--- src/rtl/blg_pkg.sv ---
package blg_pkg;

  // Verdict codes; numeric order is also the reporting priority.
  typedef enum logic [2:0] {
    RSN_OK     = 3'd0,
    RSN_LEN    = 3'd1,
    RSN_OFFSET = 3'd2,
    RSN_CROSS  = 3'd3,
    RSN_MASK   = 3'd4,
    RSN_FLASH  = 3'd5
  } reason_e;

  // Target memory kinds as encoded on the request.
  typedef enum logic [1:0] {
    MEM_SDRAM  = 2'd0,
    MEM_SRAM   = 2'd1,
    MEM_IO_VAR = 2'd2,
    MEM_FLASH  = 2'd3
  } mem_kind_e;

endpackage

--- src/rtl/blg_shape_check.sv ---
// Judges length, start offset and line containment of one request.
module blg_shape_check #(
  parameter int LINE_WORDS = 8,
  localparam int OFF_W = $clog2(LINE_WORDS),
  localparam int LEN_W = OFF_W + 1
) (
  input  logic             is_write,
  input  logic [LEN_W-1:0] len,
  input  logic [OFF_W-1:0] offset,
  output logic             len_bad,
  output logic             off_bad,
  output logic             crosses
);

  localparam int HALF_WORDS = LINE_WORDS / 2;

  // Permission of one start slot for the current length and direction.
  function automatic logic slot_ok(input int slot, input int words, input logic wr);
    logic ok;
    ok = 1'b0;
    if (words == 1)
      ok = 1'b1;
    else if (words == LINE_WORDS)
      ok = (slot == 0);
    else if (wr && words >= 2 && words <= HALF_WORDS)
      ok = ((slot % HALF_WORDS) + words) <= HALF_WORDS;
    else if (!wr && words == HALF_WORDS)
      ok = (slot % HALF_WORDS) == 0;
    return ok;
  endfunction

  int words_i;
  int start_i;
  logic [LINE_WORDS-1:0] slot_perm;

  assign words_i = int'(len);
  assign start_i = int'(offset);

  // One permission bit per start slot in the line.
  for (genvar s = 0; s < LINE_WORDS; s++) begin : g_slot
    assign slot_perm[s] = slot_ok(s, words_i, is_write);
  end

  always_comb begin
    len_bad = 1'b1;
    if (words_i == 1 || words_i == HALF_WORDS || words_i == LINE_WORDS)
      len_bad = 1'b0;
    else if (is_write && words_i >= 2 && words_i <= HALF_WORDS)
      len_bad = 1'b0;
  end

  assign crosses = (start_i + words_i) > LINE_WORDS;
  assign off_bad = !crosses && !slot_perm[offset];

endmodule

--- src/rtl/blg_mask_check.sv ---
// Judges byte-enable use and the flash write rules.
module blg_mask_check #(
  parameter int BE_W  = 4,
  parameter int LEN_W = 4
) (
  input  logic             is_write,
  input  logic             is_flash,
  input  logic             flash_wide,
  input  logic [LEN_W-1:0] len,
  input  logic [BE_W-1:0]  byte_en,
  output logic             mask_bad,
  output logic             flash_bad
);

  localparam int HALF_BE = BE_W / 2;
  localparam logic [BE_W-1:0] ALL_ON  = {BE_W{1'b1}};
  localparam logic [BE_W-1:0] LOW_ON  = {{(BE_W-HALF_BE){1'b0}}, {HALF_BE{1'b1}}};
  localparam logic [BE_W-1:0] HIGH_ON = {{(BE_W-HALF_BE){1'b1}}, {HALF_BE{1'b0}}};

  logic single;
  logic width_match;

  assign single = (int'(len) == 1);

  always_comb begin
    if (flash_wide)
      width_match = (byte_en == ALL_ON);
    else
      width_match = (byte_en == LOW_ON) || (byte_en == HIGH_ON);
  end

  always_comb begin
    mask_bad = 1'b0;
    if (is_write) begin
      if (single)
        mask_bad = (byte_en == '0);
      else
        mask_bad = (byte_en != ALL_ON);
    end
  end

  assign flash_bad = is_write && is_flash && (!single || !width_match);

endmodule

--- src/rtl/blg_verdict_stage.sv ---
// Priority encoder plus the single registered verdict slot.
module blg_verdict_stage
  import blg_pkg::*;
(
  input  logic    clk,
  input  logic    rst_n,
  input  logic    in_valid,
  output logic    in_ready,
  input  logic    len_bad,
  input  logic    off_bad,
  input  logic    crosses,
  input  logic    mask_bad,
  input  logic    flash_bad,
  output logic    out_valid,
  input  logic    out_ready,
  output logic    out_accept,
  output reason_e out_reason
);

  reason_e reason_d;
  logic    vld_q;
  logic    acc_q;
  reason_e reason_q;
  logic    take;

  always_comb begin
    if (len_bad)        reason_d = RSN_LEN;
    else if (off_bad)   reason_d = RSN_OFFSET;
    else if (crosses)   reason_d = RSN_CROSS;
    else if (mask_bad)  reason_d = RSN_MASK;
    else if (flash_bad) reason_d = RSN_FLASH;
    else                reason_d = RSN_OK;
  end

  assign in_ready = !vld_q || out_ready;
  assign take     = in_valid && in_ready;

  always_ff @(posedge clk) begin
    if (!rst_n) begin
      vld_q    <= 1'b0;
      acc_q    <= 1'b0;
      reason_q <= RSN_OK;
    end else if (take) begin
      vld_q    <= 1'b1;
      acc_q    <= (reason_d == RSN_OK);
      reason_q <= reason_d;
    end else if (out_ready) begin
      vld_q    <= 1'b0;
    end
  end

  assign out_valid  = vld_q;
  assign out_accept = acc_q;
  assign out_reason = reason_q;


  taken_gives_verdict_chk: assert property (@(posedge clk) disable iff (!rst_n)
    take |=> out_valid);


  stall_holds_verdict_chk: assert property (@(posedge clk) disable iff (!rst_n)
    (out_valid && !out_ready) |=> (out_valid && $stable(out_reason) && $stable(out_accept)));


  stall_blocks_input_chk: assert property (@(posedge clk) disable iff (!rst_n)
    (out_valid && !out_ready) |-> !in_ready);


  drain_clears_chk: assert property (@(posedge clk) disable iff (!rst_n)
    (out_valid && out_ready && !in_valid) |=> !out_valid);

endmodule

--- src/rtl/burst_legality_gate.sv ---
module burst_legality_gate
  import blg_pkg::*;
#(
  parameter int LINE_WORDS = 8,
  parameter int BE_W       = 4,
  localparam int OFF_W = $clog2(LINE_WORDS),
  localparam int LEN_W = OFF_W + 1
) (
  input  logic             clk,
  input  logic             rst_n,
  input  logic             req_valid,
  output logic             req_ready,
  input  logic             req_write,
  input  logic [LEN_W-1:0] req_len,
  input  logic [OFF_W-1:0] req_word_offset,
  input  logic [1:0]       req_mem_type,
  input  logic [BE_W-1:0]  req_byte_en,
  input  logic             cfg_flash_wide,
  output logic             rsp_valid,
  input  logic             rsp_ready,
  output logic             rsp_accept,
  output logic [2:0]       rsp_reason
);

  logic    len_bad, off_bad, crosses, mask_bad, flash_bad;
  logic    is_flash;
  reason_e reason_w;

  assign is_flash = (mem_kind_e'(req_mem_type) == MEM_FLASH);

  blg_shape_check #(.LINE_WORDS(LINE_WORDS)) u_shape (
    .is_write (req_write),
    .len      (req_len),
    .offset   (req_word_offset),
    .len_bad  (len_bad),
    .off_bad  (off_bad),
    .crosses  (crosses)
  );

  blg_mask_check #(.BE_W(BE_W), .LEN_W(LEN_W)) u_mask (
    .is_write   (req_write),
    .is_flash   (is_flash),
    .flash_wide (cfg_flash_wide),
    .len        (req_len),
    .byte_en    (req_byte_en),
    .mask_bad   (mask_bad),
    .flash_bad  (flash_bad)
  );

  blg_verdict_stage u_verdict (
    .clk        (clk),
    .rst_n      (rst_n),
    .in_valid   (req_valid),
    .in_ready   (req_ready),
    .len_bad    (len_bad),
    .off_bad    (off_bad),
    .crosses    (crosses),
    .mask_bad   (mask_bad),
    .flash_bad  (flash_bad),
    .out_valid  (rsp_valid),
    .out_ready  (rsp_ready),
    .out_accept (rsp_accept),
    .out_reason (reason_w)
  );

  assign rsp_reason = reason_w;


  single_read_legal_chk: assert property (@(posedge clk) disable iff (!rst_n)
    (req_valid && req_ready && !req_write && int'(req_len) == 1) |=> (rsp_accept && rsp_reason == 3'd0));


  full_line_offset_chk: assert property (@(posedge clk) disable iff (!rst_n)
    (req_valid && req_ready && int'(req_len) == LINE_WORDS && req_word_offset != '0)
      |=> (!rsp_accept && rsp_reason == 3'd3));


  flash_burst_reject_chk: assert property (@(posedge clk) disable iff (!rst_n)
    (req_valid && req_ready && req_write && is_flash && int'(req_len) > 1) |=> !rsp_accept);


  accept_matches_reason_chk: assert property (@(posedge clk) disable iff (!rst_n)
    rsp_valid |-> (rsp_accept == (rsp_reason == 3'd0)));

endmodule

--- config.mk ---
export PLATFORM = sky130hd
export DESIGN_NAME = burst_legality_gate
export DESIGN_NICKNAME = d
export VERILOG_FILES = /design/src/rtl/blg_pkg.sv /design/src/rtl/blg_shape_check.sv /design/src/rtl/blg_mask_check.sv /design/src/rtl/blg_verdict_stage.sv /design/src/rtl/burst_legality_gate.sv
export SDC_FILE = /design/constraint.sdc
export NUM_CORES = 1
export LEC_CHECK = 0
export ABC_AREA = 1
export CAP_MARGIN = 20
export CORE_MARGIN = 2
export CORE_UTILIZATION = 48
export DETAILED_ROUTE_END_ITERATION = 12
export PLACE_DENSITY = 0.85
export SETUP_SLACK_MARGIN = 0.5
export SLEW_MARGIN = 10
export SYNTH_ARGS = -nofsm -noshare
export SYNTH_HDL_FRONTEND = slang
export SYNTH_SLANG_ARGS = --single-unit
--- constraint.sdc ---
create_clock -name clk -period 2.9 [get_ports clk]
set_input_delay 0.29 -clock clk [delete_from_list [all_inputs] [get_ports clk]]
set_output_delay 0.29 -clock clk [all_outputs]
set_load 0.02 [all_outputs]
==> results summary <==
The initialized floorplan defines 14 standard-cell rows. For this configuration, the core starts out at a cell density of 50.7%. Across every metal layer, demand over resource in global routing totals 19.4%.

The clock latency on the worst-skew pair came out at 0.25 ns. The post-synthesis instance total is 130. The critical path ends at u_verdict.out_accept.

The internal power contribution is 187 uW. The relative contribution of sequential cells to total power is 26.1%. The number of unique standard cell types used by synthesis is 26.

The worst setup path is of the input port to flop kind. The detailed router finished its first iteration with 16 violations. The worst register-to-register path begins at u_verdict.out_valid.

The routed layout has 892 vias. The residual overflow from global routing is 0. The max-slew violation count came out at 0. The signed area change from the synthesized netlist to the final layout is 37.0%. In this run the static leakage power is 0.000529 uW. The wire length of the first global-routing pass is 2830 um. The remaining design rule violation count is 0. The run finished with clean final reports. Buffers inserted during clock tree synthesis total 3. The worst setup path is launched from an input port. The total cell area at the placement stage is 1010 sq um. The total core area is 1510 sq um. The via count of the first global-routing pass is 728. The tightest hold path in the finished design has a slack of 0.517 ns.

Counting every net in the synthesized netlist gives 156. The minimum clock period after layout came out at 2.12 ns. The port buffer count came out at 24. The endpoint identified for the worst register-to-register timing path is u_verdict.out_reason[0]. The fraction of layout instances using a drive strength above 1 came out at 12.7%. The half-perimeter wire length after placement came out at 1520 um. The congestion estimate from routability-driven global placement came to 0.900.

The post-layout instance area is 1050 sq um. The count of yosys warnings during synthesis came out at 0. The total clock sinks came out at 5.

The worst path required time came out at 3.04 ns. The internal reg-to-reg setup slack is 1.89 ns. Synthesis inferred 5 register bits. Setup repair after global routing left no endpoint under its margin. Of the available clock period, the critical path in the final layout requires 73.1%.

STA classifies the critical path endpoint as a flop. Buffers added to address setup during post-CTS repair amount to 0. The level count of the clock H-tree came out at 1. The fraction of power consumed by the clock network came out at 28.6%. Measured along the x axis, the die boundary spans 43.9 um. Combinational cells account for 45.3% of the total power.

The maximum clock rate is 0.472 GHz. The area of the die came out at 1930 sq um. The largest clock skew in the final design is 0.00582 ns. The worst hold path cell count came out at 2. The length of the first detailed-routing pass in iterations is 4. The die outline height came out at 43.9 um. The worst max-slew margin expressed relative to the limit came out at 74.6%.

The total standard cell area after synthesis came out at 763 sq um. In the final routed layout, each cell accounts on average for 10.4 um. The number of maximum-capacitance constraint violations is 0. The switching power share of the total came out at 35.6%. The largest fanout on the critical path is 9.

The antenna violation net count after detailed routing came out at 0. The depth of the most critical reg-to-reg path is 6. The analysis attributes to net switching a power of 103 uW. The net count of the finished layout is 184.

In this run the clock root is driven by a sky130_fd_sc_hd__clkbuf_4. The critical path starts at req_len[2]. The number of buffers on the longest clock path is 2. The clock edge transition at the registers on the reported setup and hold paths came out at 0.05 ns. The path category of the worst min-delay check is flop to flop. TritonCTS built the clock tree. The number of I/O pins is 25. The final number of hold-violating endpoints is 0.

Setup violations remaining at the end of the flow were counted as 0. Entering global routing, the biggest net connects 10 pins. Dividing total power by cell area gives a power density of 277 nW/um^2. The arrival time reported for the critical path endpoint came out at 2.26 ns. The synthesized area per cell came out at 5.87 sq um. The largest voltage drop on the vdd net came out at 0.000197 V.

In the routed layout, each cell is associated on average with a via count of 5.16. The detailed-route wire length is 1800 um. Setup total negative slack on the finished layout was measured at 0 ns. For the pin with the worst max-slew slack, the measured transition is 0.380 ns. The part of the Yosys area used for sequential elements is 13.1%.

The number of diodes added for antenna fixing came out at 0. The initial antenna violation count is 0.
-- synthesized netlist by cell type --
cell | count | area share [%]
sky130_fd_sc_hd__nand2_1 | 31 | 15
sky130_fd_sc_hd__inv_1 | 22 | 11
sky130_fd_sc_hd__nor2_1 | 13 | 6.4
sky130_fd_sc_hd__nand3_1 | 8 | 5.2
sky130_fd_sc_hd__a21oi_1 | 7 | 4.6
sky130_fd_sc_hd__o21ai_0 | 7 | 4.6
sky130_fd_sc_hd__ha_1 | 6 | 9.8
sky130_fd_sc_hd__dfxtp_1 | 5 | 13
sky130_fd_sc_hd__nand4_1 | 5 | 4.1
sky130_fd_sc_hd__a21oi_2 | 4 | 4.6
sky130_fd_sc_hd__inv_2 | 3 | 1.5
sky130_fd_sc_hd__nand2_2 | 2 | 1.6
sky130_fd_sc_hd__nor2_2 | 2 | 1.6
sky130_fd_sc_hd__o21ai_1 | 2 | 1.3
sky130_fd_sc_hd__or2_2 | 2 | 1.6
sky130_fd_sc_hd__a21o_1 | 1 | 0.98
sky130_fd_sc_hd__buf_2 | 1 | 0.66
sky130_fd_sc_hd__buf_6 | 1 | 1.5
sky130_fd_sc_hd__fa_1 | 1 | 2.6
sky130_fd_sc_hd__nand3_2 | 1 | 1.3
sky130_fd_sc_hd__nand3b_1 | 1 | 0.98
sky130_fd_sc_hd__nor3_2 | 1 | 1.3
sky130_fd_sc_hd__o21ai_2 | 1 | 1.1
sky130_fd_sc_hd__o31ai_1 | 1 | 0.98
sky130_fd_sc_hd__xnor2_1 | 1 | 1.1
sky130_fd_sc_hd__xor2_1 | 1 | 1.1
-- kinds of logic after synthesis --
kind of cell               Yosys count  share of synthesized area, %
adders and majority gates            7                          12.5
xor gates and xnor gates             2                          2.30
and+or+nand+nor                     66                          39.5
DFF                                  5                          13.1
AOI/OAI and AO/OA                   23                          18.2
buffers and inverters               27                          14.4
-- cell usage in the layout (no fill, tap or decap), drive strengths merged, types with 2 or more instances in the layout --
master | netlist | layout
a21oi | 11 | 11
clkbuf | 0 | 4
clkdlybuf4s50 | 0 | 22
dfxtp | 5 | 5
dlymetal6s2s | 0 | 2
ha | 6 | 6
inv | 25 | 25
nand2 | 33 | 33
nand3 | 9 | 9
nand4 | 5 | 5
nor2 | 15 | 15
o21ai | 10 | 10
or2 | 2 | 2
-- worst max-delay path: stages --
cell	delay (ns)
sky130_fd_sc_hd__clkdlybuf4s50_1	0.60
sky130_fd_sc_hd__ha_1	0.44
sky130_fd_sc_hd__a21oi_1	0.09
sky130_fd_sc_hd__or2_2	0.27
sky130_fd_sc_hd__nand3_1	0.09
sky130_fd_sc_hd__nand3_1	0.09
sky130_fd_sc_hd__nor2_1	0.12
sky130_fd_sc_hd__nand2_1	0.07
sky130_fd_sc_hd__nand2_1	0.06
sky130_fd_sc_hd__nor2_1	0.04
sky130_fd_sc_hd__nor2_1	0.07
sky130_fd_sc_hd__nor2_1	0.04
-- layout make-up --
| class | count | area, sq um |
|---|---|---|
| well taps | 16 | 20.0 |
| inverters | 25 | 93.8 |
| clock buffers | 4 | 26.3 |
| multi-input cells | 98 | 553 |
| flip-flops and latches | 5 | 100 |
| repair buffers | 25 | 253 |
| fillers | 144 | 460 |
-- sequential cells by signal (all words and copies together) (netlist names) --
| register | cells |
|---|---|
| u_verdict.out_accept | 1 |
| u_verdict.out_valid | 1 |
| u_verdict.out_reason | 3 |
-- power by group through the flow --
stage          sequential [uW]  clock, uW  combinational (uW)
4_1_cts                   75.7       86.3                 131
3_3_place_gp              76.5          0                 128
2_1_floorplan             82.4          0                71.0
6_report                  75.7       82.9                 132
5_1_grt                   75.9       92.7                 146
3_5_place_dp              77.0          0                 131
-- timing repair --
| item | CTS | global route |
|---|---|---|
| resized for setup | 0 | 2 |
| hold buffers | 0 | 0 |
| endpoints found under the setup margin | 0 | 1 |
-- through the flow --
stage	utilization (%)	total power [uW]	cells	worst slack, ns
after CTS	69.1	293	173	0.637
after global placement	67.4	204	169	0.446
after floorplan	-	153	130	1.16
after detailed placement	67.4	208	169	0.380
final	69.4	290	173	0.779
after global routing	69.4	314	173	0.602
-- routing by layer --
layer | vias to the layer above | part of all wire (%) | global-route usage (%)
li1 | 468 | - | -
met1 | 395 | 46 | 24.1
met2 | 29 | 49 | 32.9
met3 | 0 | 5.5 | 6.25
met4 | 0 | 0 | 3.03
met5 | - | 0 | 0
-- worst min path at each step --
stage / startpoint / to / slack (ns)
after floorplan: rst_n / u_verdict.out_valid / 0.42
after global placement: u_verdict.out_valid / u_verdict.out_valid / 0.49
after detailed placement: u_verdict.out_valid / u_verdict.out_valid / 0.51
after CTS: u_verdict.out_valid / u_verdict.out_valid / 0.53
after global routing: u_verdict.out_valid / u_verdict.out_valid / 0.54
final: u_verdict.out_valid / u_verdict.out_valid / 0.52
(Power assumes the default switching activity.)
